==> src/rtl/ovl_seq_pkg.sv <==
package ovl_seq_pkg;

    typedef enum logic [1:0] {
        PH_IDLE  = 2'd0,
        PH_LOAD  = 2'd1,
        PH_XFORM = 2'd2,
        PH_DUMP  = 2'd3
    } phase_e;

    localparam logic [1:0] OVL_HALF    = 2'd1;
    localparam logic [1:0] OVL_3QUART  = 2'd2;

    // Sample count at which the load flag is released.
    function automatic int unsigned release_point(input logic [1:0] sel,
                                                  input int unsigned blk);
        case (sel)
            OVL_HALF:   return blk / 2;
            OVL_3QUART: return blk / 4;
            default:    return blk;
        endcase
    endfunction

endpackage

==> src/rtl/ovl_start_ctl.sv <==
module ovl_start_ctl (
    input  logic clk,
    input  logic rst,
    input  logic chain_en_i,
    input  logic kick_i,
    input  logic kick_en_i,
    output logic start_o
);

    typedef struct packed {
        logic en_prev;
        logic kick_prev;
    } st_t;

    st_t st_d, st_q;

    always_comb begin
        st_d           = st_q;
        st_d.en_prev   = chain_en_i;
        st_d.kick_prev = kick_i;
        start_o = (st_q.en_prev & ~chain_en_i)
                | (kick_en_i & kick_i & ~st_q.kick_prev);
    end

    always_ff @(posedge clk) begin
        if (rst) begin
            st_q.en_prev   <= 1'b0;
            st_q.kick_prev <= 1'b1;
        end else begin
            st_q <= st_d;
        end
    end

endmodule

==> src/rtl/ovl_load_ctr.sv <==
module ovl_load_ctr
    import ovl_seq_pkg::*;
#(
    parameter int BLK_LEN = 64,
    parameter int IDX_W   = $clog2(BLK_LEN),
    parameter int CNT_W   = $clog2(BLK_LEN) + 1
) (
    input  logic             clk,
    input  logic             rst,
    input  logic             go_i,
    input  logic             take_i,
    input  logic [1:0]       ovl_i,
    output logic [IDX_W-1:0] idx_o,
    output logic             flag_o,
    output logic             last_o
);

    localparam logic [CNT_W-1:0] FULL = CNT_W'(BLK_LEN);

    typedef struct packed {
        logic [CNT_W-1:0] cnt;
        logic             flag;
        logic [1:0]       sel;
    } st_t;

    st_t              st_d, st_q;
    logic [CNT_W-1:0] rel;
    logic [CNT_W-1:0] nxt;

    always_comb begin
        st_d = st_q;
        rel  = CNT_W'(release_point(st_q.sel, BLK_LEN));
        nxt  = st_q.cnt + 1'b1;
        if (go_i) begin
            st_d.cnt  = '0;
            st_d.flag = 1'b1;
            st_d.sel  = ovl_i;
        end else if (take_i) begin
            st_d.cnt = nxt;
            if (nxt == rel) begin
                st_d.flag = 1'b0;
            end
        end
        last_o = take_i && (nxt == FULL);
        idx_o  = st_q.cnt[IDX_W-1:0];
        flag_o = st_q.flag;
    end

    always_ff @(posedge clk) begin
        if (rst) begin
            st_q.cnt  <= '0;
            st_q.flag <= 1'b0;
            st_q.sel  <= 2'd0;
        end else begin
            st_q <= st_d;
        end
    end

endmodule

==> src/rtl/ovl_dump_ctr.sv <==
module ovl_dump_ctr #(
    parameter int BLK_LEN = 64,
    parameter int PRIME_N = 4,
    parameter int IDX_W   = $clog2(BLK_LEN)
) (
    input  logic             clk,
    input  logic             rst,
    input  logic             en_i,
    output logic             stb_o,
    output logic             valid_o,
    output logic [IDX_W-1:0] idx_o,
    output logic             last_o
);

    localparam int TOTAL = BLK_LEN + PRIME_N;
    localparam int DW    = $clog2(TOTAL + 1);
    localparam logic [DW-1:0] LAST_CNT  = DW'(TOTAL - 1);
    localparam logic [DW-1:0] PRIME_CNT = DW'(PRIME_N);

    typedef struct packed {
        logic [DW-1:0] cnt;
    } st_t;

    st_t           st_d, st_q;
    logic [DW-1:0] bin;

    always_comb begin
        st_d    = st_q;
        last_o  = en_i && (st_q.cnt == LAST_CNT);
        if (!en_i || last_o) begin
            st_d.cnt = '0;
        end else begin
            st_d.cnt = st_q.cnt + 1'b1;
        end
        bin     = st_q.cnt - PRIME_CNT;
        stb_o   = en_i;
        valid_o = en_i && (st_q.cnt >= PRIME_CNT);
        idx_o   = bin[IDX_W-1:0];
    end

    always_ff @(posedge clk) begin
        if (rst) begin
            st_q.cnt <= '0;
        end else begin
            st_q <= st_d;
        end
    end

endmodule

==> src/rtl/ovl_load_seq.sv <==
module ovl_load_seq
    import ovl_seq_pkg::*;
#(
    parameter int BLK_LEN = 64,
    parameter int WAIT_W  = 16,
    parameter int PRIME_N = 4,
    parameter int IDX_W   = $clog2(BLK_LEN)
) (
    input  logic              clk,
    input  logic              rst,
    input  logic [1:0]        cfg_overlap_i,
    input  logic              cfg_kick_en_i,
    input  logic [WAIT_W-1:0] cfg_xform_wait_i,
    input  logic              chain_en_i,
    input  logic              kick_i,
    input  logic              in_stb_i,
    output logic              load_flag_o,
    output logic              smp_take_o,
    output logic [IDX_W-1:0]  smp_idx_o,
    output logic              dump_stb_o,
    output logic              dump_valid_o,
    output logic [IDX_W-1:0]  dump_idx_o,
    output logic [1:0]        phase_o,
    output logic              miss_o
);

    typedef struct packed {
        phase_e            phase;
        logic [WAIT_W-1:0] wait_cnt;
        logic              miss;
    } st_t;

    st_t  st_d, st_q;
    logic start_ev;
    logic go;
    logic take;
    logic load_last;
    logic dump_en;
    logic dump_last;

    ovl_start_ctl u_start (
        .clk        (clk),
        .rst        (rst),
        .chain_en_i (chain_en_i),
        .kick_i     (kick_i),
        .kick_en_i  (cfg_kick_en_i),
        .start_o    (start_ev)
    );

    ovl_load_ctr #(
        .BLK_LEN (BLK_LEN),
        .IDX_W   (IDX_W)
    ) u_load (
        .clk    (clk),
        .rst    (rst),
        .go_i   (go),
        .take_i (take),
        .ovl_i  (cfg_overlap_i),
        .idx_o  (smp_idx_o),
        .flag_o (load_flag_o),
        .last_o (load_last)
    );

    ovl_dump_ctr #(
        .BLK_LEN (BLK_LEN),
        .PRIME_N (PRIME_N),
        .IDX_W   (IDX_W)
    ) u_dump (
        .clk     (clk),
        .rst     (rst),
        .en_i    (dump_en),
        .stb_o   (dump_stb_o),
        .valid_o (dump_valid_o),
        .idx_o   (dump_idx_o),
        .last_o  (dump_last)
    );

    always_comb begin
        st_d    = st_q;
        go      = start_ev && (st_q.phase == PH_IDLE);
        take    = in_stb_i && (st_q.phase == PH_LOAD);
        dump_en = (st_q.phase == PH_DUMP);
        if (start_ev && (st_q.phase != PH_IDLE)) begin
            st_d.miss = 1'b1;
        end
        case (st_q.phase)
            PH_IDLE: begin
                if (go) begin
                    st_d.phase = PH_LOAD;
                end
            end
            PH_LOAD: begin
                if (load_last) begin
                    st_d.phase    = PH_XFORM;
                    st_d.wait_cnt = cfg_xform_wait_i;
                end
            end
            PH_XFORM: begin
                if (st_q.wait_cnt == '0) begin
                    st_d.phase = PH_DUMP;
                end else begin
                    st_d.wait_cnt = st_q.wait_cnt - 1'b1;
                end
            end
            default: begin
                if (dump_last) begin
                    st_d.phase = PH_IDLE;
                end
            end
        endcase
        smp_take_o = take;
        phase_o    = st_q.phase;
        miss_o     = st_q.miss;
    end

    always_ff @(posedge clk) begin
        if (rst) begin
            st_q.phase    <= PH_IDLE;
            st_q.wait_cnt <= '0;
            st_q.miss     <= 1'b0;
        end else begin
            st_q <= st_d;
        end
    end

endmodule

==> config.mk <==
export PLATFORM = sky130hd
export DESIGN_NAME = ovl_load_seq
export DESIGN_NICKNAME = d
export VERILOG_FILES = /design/src/rtl/ovl_seq_pkg.sv /design/src/rtl/ovl_start_ctl.sv /design/src/rtl/ovl_load_ctr.sv /design/src/rtl/ovl_dump_ctr.sv /design/src/rtl/ovl_load_seq.sv
export SDC_FILE = /design/constraint.sdc
export NUM_CORES = 1
export LEC_CHECK = 0
export ABC_AREA = 1
export BUFFER_PORTS_ARGS = -buffer_cell sky130_fd_sc_hd__buf_2
export CAP_MARGIN = 20
export CELL_PAD_IN_SITES_DETAIL_PLACEMENT = 1
export CELL_PAD_IN_SITES_GLOBAL_PLACEMENT = 1
export CORE_MARGIN = 1.5
export CORE_UTILIZATION = 36
export CTS_CLUSTER_SIZE = 8
export DETAILED_ROUTE_END_ITERATION = 7
export GPL_ROUTABILITY_DRIVEN = 0
export PLACE_DENSITY_LB_ADDON = 0.12
export SKIP_LAST_GASP = 1
export SLEW_MARGIN = 20
export SYNTH_ARGS = -nofsm -noshare
export SYNTH_HDL_FRONTEND = slang
export SYNTH_SLANG_ARGS = --single-unit
==> constraint.sdc <==
create_clock -name clk -period 1.7 [get_ports clk]
set_input_delay 0.17 -clock clk [delete_from_list [all_inputs] [get_ports clk]]
set_output_delay 0.17 -clock clk [all_outputs]
set_load 0.02 [all_outputs]
### Word-level counts from Yosys, hierarchy flattened

Index checks and enable logic that the tools add are counted.

* register bits after elaboration: 38
* output and inout bits: 19

* add/sub/neg operators: 4
* order comparisons: 1
* equality and inequality tests: 12
* muxes and demuxes: 11
* bitwise logic cells: 6
* reductions and logical operators: 20

Operators with widths (count)
* $pmux W16 S2: 1
* $mux W18: 1
* $logic_not A16 Y1: 1
* $mux W16: 1
* $sub A16 B1 Y16 const B: 1
* $add A7 B1 Y7 const B: 2
* $eq A7 B7 Y1 const B: 2
* $pmux W7 S2: 1
* $ne A2 B2 Y1 const B: 4
* $reduce_bool A2 Y1: 4
* $eq A7 B7 Y1: 1
* $ge A7 B3 Y1 const B: 1
* $eq A2 B2 Y1 const B: 3
* $logic_and A1 B1 Y1: 6
* $mux W2: 3
* $pmux W2 S3: 1
* $sub A6 B3 Y6 const B: 1
* $eq A2 B1 Y1 const B: 2
* $reduce_and A4 Y1: 1
* $reduce_bool A4 Y1: 1
* $reduce_or A2 Y1: 2
* $and A1 B1 Y1: 3
* $mux W1: 3
* $reduce_and A3 Y1: 1
* 6 further kinds: 7

### Logic depth before layout (Yosys ltp)

* depth after elaboration: 6
* mapped depth: 13
* depth with buffers taken out: 12

### Modules after synthesis

From an unflattened synthesis, not the netlist that was laid out.

* cell total of the unflattened synthesis: 419
* area, all modules: 2740.1 µm²

Modules (own cells, without submodules)
* ovl_load_seq: times used 1, cells each 242, area an instance 1495.2 µm²
* ovl_load_ctr: times used 1, cells each 101, area an instance 683.2 µm²
* ovl_dump_ctr: times used 1, cells each 67, area an instance 491.7 µm²
* ovl_start_ctl: times used 1, cells each 9, area an instance 70.1 µm²

### Least setup slack after synthesis

Ideal clock, no wire load.

* kind: register to register
* start: reg st_q, in the netlist phase_o[1]
* end: reg st_q, in the netlist phase_o[0]
* arrival: 1.580 ns
* required time: 1.585 ns
* setup slack: 0.005 ns
* stages on the path, launching flop included: 13
* period minus slack after synthesis: 1.695 ns
* cell sequence: dfxtp_1 > inv_1 > ha_1 > nand2_2 > clkinv_4 > nand3_1 > nor2_2 > nand2_2 > nand2_4 > buf_2 > nand3_1 > nand2_1 > nor2_1

* cells in the longest elaborated chain, start to end: 5

RTL lines
* start, declared: RTL line ovl_load_seq.sv:33 `st_t st_d, st_q;`
* start signal, assigned: RTL line ovl_load_seq.sv:122 `st_q <= st_d;`
* $eq A2 B1 Y1: RTL line ovl_load_seq.sv:81 `take = in_stb_i && (st_q.phase == PH_LOAD);`
* $logic_and A1 B1 Y1: RTL line ovl_load_seq.sv:81
* via smp_take_o: RTL line ovl_load_seq.sv:18 `output logic smp_take_o,`
* $logic_and A1 B1 Y1: RTL line ovl_load_ctr.sv:44 `last_o = take_i && (nxt == FULL);`
* $ne A2 B2 Y1 (no line)
* $reduce_and A4 Y1 (no line)

The timed path passes the listed nets, and every way through them passes these cells.
A chain may end at the register's enable or synchronous reset.

### Worst setup path after layout

* start: reg u_load.st_q, in the netlist u_load.idx_o[0]
* end: reg st_q, in the netlist phase_o[1]

* cells in the longest elaborated chain, start to end: 5

RTL lines
* start, declared: RTL line ovl_load_ctr.sv:26 `st_t st_d, st_q;`
* start signal, assigned: RTL line ovl_load_ctr.sv:55 `st_q <= st_d;`
* $add A7 B1 Y7: RTL line ovl_load_ctr.sv:33 `nxt = st_q.cnt + 1'b1;`
* $eq A7 B7 Y1: RTL line ovl_load_ctr.sv:44
* $logic_and A1 B1 Y1: RTL line ovl_load_ctr.sv:44
* $ne A2 B2 Y1 (no line)
* $reduce_and A4 Y1 (no line)

No other way between the ends.

==> impl_metrics.py <==
metrics = {
    "run_status": {
        "status": "finished, final reports clean",
    },
    "flow_run": {
        "cap_violations": 0,
    },
    "synthesis": {
        "synth-seq-cells": 38,
        "synth_top_cell_by_area": "dfxtp_1",
        "synth-warning-count": 0,
        "synth_top_flop_cell": "dfxtp_1",
        "syn_area_um2": 2550,
        "syn_inst": 395,
        "synth_commonest_cells": "nand2_1 (91), nor2_1 (66), inv_1 (44)",
        "synth_top_area_share": 0.298,
        "syn-num-nets": 434,
        "synth_enable_flop_cells": 0,
        "synth_most_common_cell": "nand2_1",
        "seq_area_frac_synth": 0.298,
        "syn_area_per_cell_um2": 6.47,
        "synth-async-reset-ratio": 0,
        "netlist_top_cells_area": "dfxtp_1 (30%), nand2_1 (13%), nor2_1 (9.7%), nand3_1 (8.0%), ha_1 (7.3%)",
        "netlist-cell-type-count": 32,
    },
    "clock_tree": {
        "clock_path_buffers": 2,
        "clk_pin_slew_worst_paths_ns": 0.08,
        "cts_max_level": 2,
        "cts_buffers": 5,
        "cts_root_buf": "clkbuf_8",
        "cts_num_sinks": 38,
        "cts_tree": "built",
        "ctsHoldBuffers": 0,
        "clkLatencyLatePin_ns": 0.29,
    },
    "critical_path": {
        "reg2reg_depth": 11,
        "end_kind": "flop",
        "reg2reg_slack_ns": 0.09,
        "crit_path_start_kind": "flop",
        "arrival_ns": 1.81,
        "r2r_start": "u_load.idx_o[0]",
        "worstSetupPathType": "flop to flop",
        "cp-startpoint": "u_load.idx_o[0]",
        "r2r-end": "phase_o[1]",
        "cp_max_fo": 9,
        "crit_required_ns": 1.89,
        "crit_end": "phase_o[1]",
    },
    "placed_design": {
        "port_buffers": 42,
        "hpwl_mm": 5.41,
    },
    "global_route": {
        "antenna_found_initial": 0,
        "overflow": 0,
        "grt_first_pass_wirelength_mm": 11.7,
        "track_usage": 0.194,
        "grt_max_degree": 23,
        "grt_pass1_vias": 2638,
    },
    "min_path": {
        "hp-class": "input pin to flop",
    },
    "layout": {
        "antennaDiodeCount": 0,
        "syn_to_final_growth_pct": 29.2,
        "final_nets": 501,
        "drive_above_1_share": 0.277,
        "fillCellCount": 916,
        "final_core_util": 0.483,
    },
    "die": {
        "core_um2": 6830,
        "io_pins": 43,
        "num_rows": 30,
        "die_x_um": 87.2,
        "die_h_um": 87.2,
        "die-area_um2": 7610,
        "start_util": 0.374,
    },
    "sta": {
        "finClkSkew_ns": 0.00636,
        "final-setup-viol-count": 0,
        "period_share": 0.950,
        "fin_crit_ns": 1.61,
        "hold_viol": 0,
        "maxSlewHeadroom": 0.802,
        "timing.fmax_ghz": 0.619,
        "tightest_slew_ns": 0.295,
        "finalMaxSlewViolations": 0,
    },
    "power": {
        "peakVddDrop_uv": 724,
        "total_power_mw": 5.09,
        "powerDensity_nw_per_um2": 1540,
        "leakage_nw": 1.56,
    },
    "routing": {
        "drt_iter0_markers": 55,
        "post_drt_wl_per_cell_um": 12.6,
        "final_antenna_net_count": 0,
        "routed_wl_mm": 7.01,
        "vias_per_cell": 4.79,
        "drc": 0,
        "vias": 2674,
        "dr.pass1.iters": 4,
    },
}
sequential cells by signal, indices dropped and copies added (netlist names):
name           flops
u_load.idx_o       6
st_q              16
u_start.st_q       2
phase_o            2
u_dump.st_q        7
u_load.st_q        3
miss_o             1
u_load.flag_o      1
routing by layer:
layer  up-vias  wire length (µm)  global-route usage
met3         8               175              0.0313
li1       1383                 -                   -
met5         -                 0                   0
met4         0                74              0.0447
met2        32              3490               0.343
met1      1251              3280               0.245
kinds of logic after synthesis:
logic type      count (synthesis)  share of synthesized area
compound gates                 47                      0.110
flops                          38                      0.298
xor+xnor                        7                     0.0240
buf+inv                        65                      0.118
fa+ha+maj                      15                     0.0735
simple gates                  223                      0.377
through the flow:
stage                     worst slack, ns  TNS [ns]  instance area (µm²)  hold WS (ns)  cells
after floorplan                   0.00459         0                 2550         0.239    395
after global placement             0.0260         0                 3050         0.375    549
after detailed placement          -0.0636    -0.326                 3050         0.384    549
after CTS                         0.00516         0                 3170        0.0730    556
after global routing              -0.0450    -0.453                 3300        0.0677    558
final                              0.0854         0                 3300        0.0751    558
cell usage in the layout, fill, tap and decap left out, types with 5 or more instances in the layout:
master,instances
nor2_2,5
buf_2,42
o21ai_0,15
xor2_1,5
dfxtp_2,8
buf_6,7
nand3_1,37
inv_1,43
buf_4,29
nand2_1,88
nor2_1,62
clkbuf_8,5
nand4_1,5
nand2_2,6
ha_1,13
dfxtp_1,30
a21oi_1,21
or2_2,5
where the power goes:
| group | total (mW) | switching, mW | internal [mW] |
|---|---|---|---|
| clock | 0.614 | 0.338 | 0.276 |
| sequential | 1.21 | 0.136 | 1.07 |
| combinational | 3.27 | 1.90 | 1.37 |
repair_timing:
action,in CTS,in global routing
pin swaps,3,8
buffers inserted,0,2
endpoints found under the setup margin,15,19
hold endpoints to repair,0,0
resized for setup,8,32
worst min path at each step:
stage            from              end  slack, ns  cells past startpoint
3_3_place_gp   kick_i  u_start.st_q[0]       0.37                      2
3_5_place_dp   kick_i  u_start.st_q[0]       0.38                      2
5_1_grt        kick_i  u_start.st_q[0]       0.07                      2
4_1_cts        kick_i  u_start.st_q[0]       0.07                      2
2_1_floorplan     rst    u_load.flag_o       0.24                      1
6_report       kick_i  u_start.st_q[0]       0.08                      2
layout make-up:
cell class                 instances  area [µm²]  share of cell area
clock buffer                       5        68.8              0.0208
clock inverter                     2        10.0             0.00303
inverter                          45         174              0.0527
multi-input combinational        292        1610               0.488
sequential                        38         771               0.233
tap                               96         120              0.0364
timing repair buffer              80         547               0.166
critical path, stage by stage, from the launching register on:
cell and delay (ns):
dfxtp_2 0.37, ha_4 0.16, nand2_2 0.08, o21bai_4 0.16, nand2_2 0.10, nor2_4 0.14
nand2_4 0.08, nand2_8 0.11, buf_12 0.13, nand3_1 0.07, nand2_1 0.07, nor2_1 0.03
Power figures use the tool's default switching activity.
